## src/rtl/crc_trailer_pkg.sv

```systemverilog
package crc_trailer_pkg;
  localparam int BYTE_W       = 8;
  localparam int CRC_W        = 32;
  localparam int TRL_BYTES    = CRC_W / BYTE_W;
  localparam int TRL_CNT_W    = $clog2(TRL_BYTES);
  localparam logic [CRC_W-1:0] CRC_POLY_REV = 32'hEDB88320;
  localparam logic [CRC_W-1:0] CRC_INIT     = 32'hFFFFFFFF;

  typedef enum logic [1:0] {
    TRL_NONE = 2'd0,
    TRL_GOOD = 2'd1,
    TRL_BAD  = 2'd2
  } trl_mode_e;

  typedef enum logic {
    ST_PASS  = 1'b0,
    ST_TRAIL = 1'b1
  } tx_state_e;

  // One byte of the reflected CRC-32, LSB of the byte first.
  function automatic logic [CRC_W-1:0] crc_step(input logic [CRC_W-1:0] c,
                                                 input logic [BYTE_W-1:0] d);
    logic [CRC_W-1:0] r;
    r = c;
    for (int i = 0; i < BYTE_W; i++) begin
      r = (r >> 1) ^ (CRC_POLY_REV & {CRC_W{r[0] ^ d[i]}});
    end
    return r;
  endfunction
endpackage

```

## src/rtl/crc_trailer_mode.sv

```systemverilog
module crc_trailer_mode
  import crc_trailer_pkg::*;
(
  input  logic      crc_add,
  input  logic      crc_bad,
  output trl_mode_e mode
);
  // The corrupted trailer takes priority over the append flag.
  always_comb begin
    if (crc_bad)      mode = TRL_BAD;
    else if (crc_add) mode = TRL_GOOD;
    else              mode = TRL_NONE;
  end
endmodule

```

## src/rtl/crc_trailer_crc.sv

```systemverilog
module crc_trailer_crc
  import crc_trailer_pkg::*;
(
  input  logic              clk,
  input  logic              rst_n,
  input  logic              step,
  input  logic              restart,
  input  logic [BYTE_W-1:0] din,
  output logic [CRC_W-1:0]  crc_next
);
  logic [CRC_W-1:0] crc_q;

  assign crc_next = crc_step(crc_q, din);

  always_ff @(posedge clk or negedge rst_n) begin
    if (!rst_n)     crc_q <= CRC_INIT;
    else if (step)  crc_q <= restart ? CRC_INIT : crc_next;
  end
endmodule

```

## src/rtl/crc_trailer_seq.sv

```systemverilog
module crc_trailer_seq
  import crc_trailer_pkg::*;
(
  input  logic              clk,
  input  logic              rst_n,
  input  logic              in_valid,
  input  logic              in_last,
  input  trl_mode_e         mode,
  input  logic [CRC_W-1:0]  crc_next,
  input  logic              out_ready,
  output logic              in_ready,
  output logic              trailing,
  output logic [BYTE_W-1:0] trl_byte,
  output logic              trl_last
);
  localparam logic [TRL_CNT_W-1:0] LAST_IDX = TRL_CNT_W'(TRL_BYTES - 1);

  tx_state_e              state_q;
  logic [CRC_W-1:0]       shift_q;
  logic [TRL_CNT_W-1:0]   idx_q;
  logic                   end_fire;

  assign trailing = (state_q == ST_TRAIL);
  assign in_ready = !trailing && out_ready;
  assign end_fire = in_valid && in_ready && in_last;
  assign trl_byte = shift_q[BYTE_W-1:0];
  assign trl_last = (idx_q == LAST_IDX);

  always_ff @(posedge clk or negedge rst_n) begin
    if (!rst_n) begin
      state_q <= ST_PASS;
      shift_q <= '0;
      idx_q   <= '0;
    end else begin
      case (state_q)
        ST_PASS: begin
          if (end_fire && mode != TRL_NONE) begin
            // crc_next still holds the register form; the correct
            // trailer is its complement, the bad trailer is it unchanged.
            shift_q <= (mode == TRL_BAD) ? crc_next : ~crc_next;
            idx_q   <= '0;
            state_q <= ST_TRAIL;
          end
        end
        ST_TRAIL: begin
          if (out_ready) begin
            shift_q <= shift_q >> BYTE_W;
            idx_q   <= idx_q + 1'b1;
            if (trl_last) state_q <= ST_PASS;
          end
        end
        default: state_q <= ST_PASS;
      endcase
    end
  end
endmodule

```

## src/rtl/crc_trailer_tx.sv

```systemverilog
module crc_trailer_tx
  import crc_trailer_pkg::*;
(
  input  logic              clk,
  input  logic              rst_n,
  input  logic              in_valid,
  output logic              in_ready,
  input  logic [BYTE_W-1:0] in_data,
  input  logic              in_last,
  input  logic              in_crc_add,
  input  logic              in_crc_bad,
  output logic              out_valid,
  input  logic              out_ready,
  output logic [BYTE_W-1:0] out_data,
  output logic              out_last
);
  trl_mode_e         mode;
  logic [CRC_W-1:0]  crc_next;
  logic              trailing;
  logic [BYTE_W-1:0] trl_byte;
  logic              trl_last;
  logic              in_fire;

  assign in_fire = in_valid && in_ready;

  crc_trailer_mode u_mode (
    .crc_add (in_crc_add),
    .crc_bad (in_crc_bad),
    .mode    (mode)
  );

  crc_trailer_crc u_crc (
    .clk      (clk),
    .rst_n    (rst_n),
    .step     (in_fire),
    .restart  (in_last),
    .din      (in_data),
    .crc_next (crc_next)
  );

  crc_trailer_seq u_seq (
    .clk       (clk),
    .rst_n     (rst_n),
    .in_valid  (in_valid),
    .in_last   (in_last),
    .mode      (mode),
    .crc_next  (crc_next),
    .out_ready (out_ready),
    .in_ready  (in_ready),
    .trailing  (trailing),
    .trl_byte  (trl_byte),
    .trl_last  (trl_last)
  );

  always_comb begin
    if (trailing) begin
      out_valid = 1'b1;
      out_data  = trl_byte;
      out_last  = trl_last;
    end else begin
      out_valid = in_valid;
      out_data  = in_data;
      out_last  = in_last && (mode == TRL_NONE);
    end
  end
endmodule

```

## config.mk

```make
export PLATFORM = sky130hd
export DESIGN_NAME = crc_trailer_tx
export DESIGN_NICKNAME = d
export VERILOG_FILES = /design/src/rtl/crc_trailer_pkg.sv /design/src/rtl/crc_trailer_mode.sv /design/src/rtl/crc_trailer_crc.sv /design/src/rtl/crc_trailer_seq.sv /design/src/rtl/crc_trailer_tx.sv
export SDC_FILE = /design/constraint.sdc
export NUM_CORES = 1
export LEC_CHECK = 0
export ABC_CLOCK_PERIOD_IN_PS = 2900
export BUFFER_PORTS_ARGS = -buffer_cell sky130_fd_sc_hd__buf_4
export CORE_ASPECT_RATIO = 0.9
export CORE_MARGIN = 5
export CORE_UTILIZATION = 40
export DETAILED_ROUTE_END_ITERATION = 10
export GPL_TIMING_DRIVEN = 0
export SLEW_MARGIN = 20
export SYNTH_ARGS = -nofsm -noshare
export SYNTH_HDL_FRONTEND = slang
export SYNTH_HIERARCHICAL = 1
export SYNTH_SLANG_ARGS = --single-unit
```

## constraint.sdc

```tcl
create_clock -name clk -period 2.9 [get_ports clk]
set_input_delay 0 -clock clk [delete_from_list [all_inputs] [get_ports clk]]
set_output_delay 0 -clock clk [all_outputs]
set_load 0.02 [all_outputs]
```

==> flow_summary.toml <==
[run_status]
status = "completed"

[layout]
nNetsFinal = 385
area_growth_syn_to_layout_pct = 15.6
antenna_cells = 0
fill_cells = 939
drive_gt1_frac = 0.316

[setup_path]
path_class = "register to register"
arrival_ns = 2.52
path_buf_inv = 1
r2r-end = "u_seq/shift_q[5]"
crit_path_max_incr_delay_ns = 0.57
endpoint_kind = "register"
cp-startpoint = "u_crc/crc_q[1]"
reg2reg_setup_slack_ns = 0.60
crit_chain = "xnor2_4 > xnor2_2 > xor3_1 > inv_1 > xor2_1 > a221o_1"
required_ns = 3.11
r2r_cells = 6
slowest_stage = "dfstp_2"
crit_fanout = 8
cp-start-kind = "register"
r2r_start = "u_crc/crc_q[1]"
cpLargestDelayFamily = "XOR/XNOR gates"

[detailed_routing]
vias = 2738
wl_per_cell_um = 20.6
final_antenna_net_count = 0
avgViaCountPerCell = 5.44
wl_mm = 10.3
first_iter_violations = 140
drc = 0
first_pass_iters = 4

[global_route]
busiest_layer = "met2"
grt_max_degree = 68
grt_usage = 0.171
grt_util_met2 = 0.262
grt_pass1_vias = 2895
grt.met3_usage = 0.0366
grt_pass1_wl_mm = 16.6
antenna_found_initial = 0
globalRouteOverflowTotal = 0
use_met1 = 0.239

[timing]
slew_violations = 0
hold_viol_final = 0
rsz0062_at_grt = "no"
finalSetupViolCount = 0
whs_ns = 0.151
setup_tns_ns = 0
period_needed_ns = 2.30
slew_headroom = 0.419
clock.fmax_mhz = 434
fin_skew_ns = 0.00695
worst_pin_slew_ns = 0.871
period_share = 0.794

[logic_synthesis]
netlist_area_um2 = 4280
ys_ff_latch = 67
yosysSeqAreaShare = 0.401
ys.flop_type = "dfrtp_1"
synth_nets = 347
synth_top_cell_by_area = "dfrtp_1"
ys.warnings.count = 6
yosysMostFrequentCell = "xor2_1"
synth.distinct_cells = 35
synth_edf_count = 0
synthArstFlopShare = 1.00
synth_common_cells = "xor2_1, dfrtp_1, a22o_1, dfstp_2, xnor2_1"
synthCells = 331
netlist.area_leader.share = 0.204
synth_area_per_cell_um2 = 12.9
netlist_top_cells_area = "dfrtp_1, dfstp_2, xor2_1, a22o_1, xnor3_1"

[place]
port_buffers = 25
place_hpwl_mm = 7.74
gp_routability_congestion = 0.790

[worst_hold_path]
min_path_type = "input pin to register"
min_from = "in_last"
whs_endpoint = "u_crc/crc_q[5]"
hold_depth = 3

[die]
die_area_um2 = 12900
core_area_um2 = 10400
rows = 35
initial_core_util = 0.413
die_h_um = 108
die_x_um = 119
io_pins = 26

[cts]
post_cts_resized = 0
numCtsBuffers = 9
cts_hold_buf = 2
cts_buffer_depth = 2
cts-root-buf = "clkbuf_16"
cts_sinks = 67
cts_tree = "done"
clk_latency_ns = 0.33
htree_levels = 3
postCtsSetupBuffers = 0
clkTransAtPathRegs_ns = 0.05

[run]
cap_violations = 0
[metal layers]
metal	vias up	routed length, µm
met2	67	4730
li1	1284	-
met4	0	187
met3	15	531
met5	-	0
met1	1372	4900
[area by class of cell]
class | instances | area (µm²) | area share
Tap cell | 129 | 161 | 0.0326
Sequential cell | 67 | 1720 | 0.347
Timing Repair Buffer | 27 | 208 | 0.0419
Buffer | 32 | 196 | 0.0397
Multi-Input combinational cell | 223 | 2340 | 0.472
Inverter | 9 | 33.8 | 0.00682
Clock buffer | 14 | 264 | 0.0533
Clock inverter | 2 | 35.0 | 0.00707
[worst max path at each step]
stage | to | slack, ns | cells after the start
2_1_floorplan | u_seq/shift_q[17] | 0.88 | 5
3_3_place_gp | u_seq/shift_q[16] | 0.62 | 5
3_5_place_dp | u_seq/shift_q[5] | 0.61 | 6
4_1_cts | u_seq/shift_q[5] | 0.59 | 6
5_1_grt | u_seq/shift_q[5] | 0.50 | 6
6_report | u_seq/shift_q[5] | 0.60 | 6
[placed cells by master (no fill, tap or decap), types with 2 or more instances in the layout]
cell type and n:
xnor2_2 2, clkbuf_16 9, nor2b_1 2, clkbuf_1 11, nor2_1 8, nand2_1 6
buf_2 10, mux2_2 8, clkbuf_8 2, nand2b_1 3, a22o_1 32, a21oi_1 7
xnor3_1 12, dfstp_2 32, o21ai_0 2, buf_6 4, a221o_1 24, buf_4 34
xnor2_1 28, and2_1 3, xor3_1 5, o22a_1 24, dfrtp_1 35, dlygate4sd3_1 2
xnor2_4 9, xor2_1 38, inv_1 9
[cell families (layout without fill, tap and decap cells)]
kind of cell | Yosys count | count (layout) | share of synthesized area
xor gates and xnor gates | 96 | 96 | 0.301
buffers and inverters | 41 | 84 | 0.0537
AOI/OAI and AO/OA | 94 | 94 | 0.192
DFF | 67 | 67 | 0.401
and+or+nand+nor | 24 | 24 | 0.0286
adders and majority gates | 1 | 1 | 0.00292
muxes | 8 | 8 | 0.0210
[state kept, by name, indices dropped and copies added (netlist names)]
register / count
u_crc/crc_q: 32
u_seq/shift_q: 32
u_seq/idx_q: 2
u_seq/trailing: 1
[through the flow]
| step | utilization | area (µm²) | instances | worst slack (ns) |
|---|---|---|---|---|
| after detailed placement | 0.446 | 4630 | 485 | 0.610 |
| after CTS | 0.477 | 4950 | 503 | 0.588 |
| final | 0.477 | 4950 | 503 | 0.597 |
| after global placement | 0.446 | 4630 | 485 | 0.624 |
| after global routing | 0.477 | 4950 | 503 | 0.496 |
| after floorplan | - | 4280 | 331 | 0.875 |
[tightest hold or removal path, cell delays in order]
cell and delay (ns):
buf_4 0.12, nor2b_1 0.14, a21oi_1 0.18
Power is left out: the tool's default activity adds up to more than one toggle a clock period on the data nets, which glitch-free logic cannot reach.
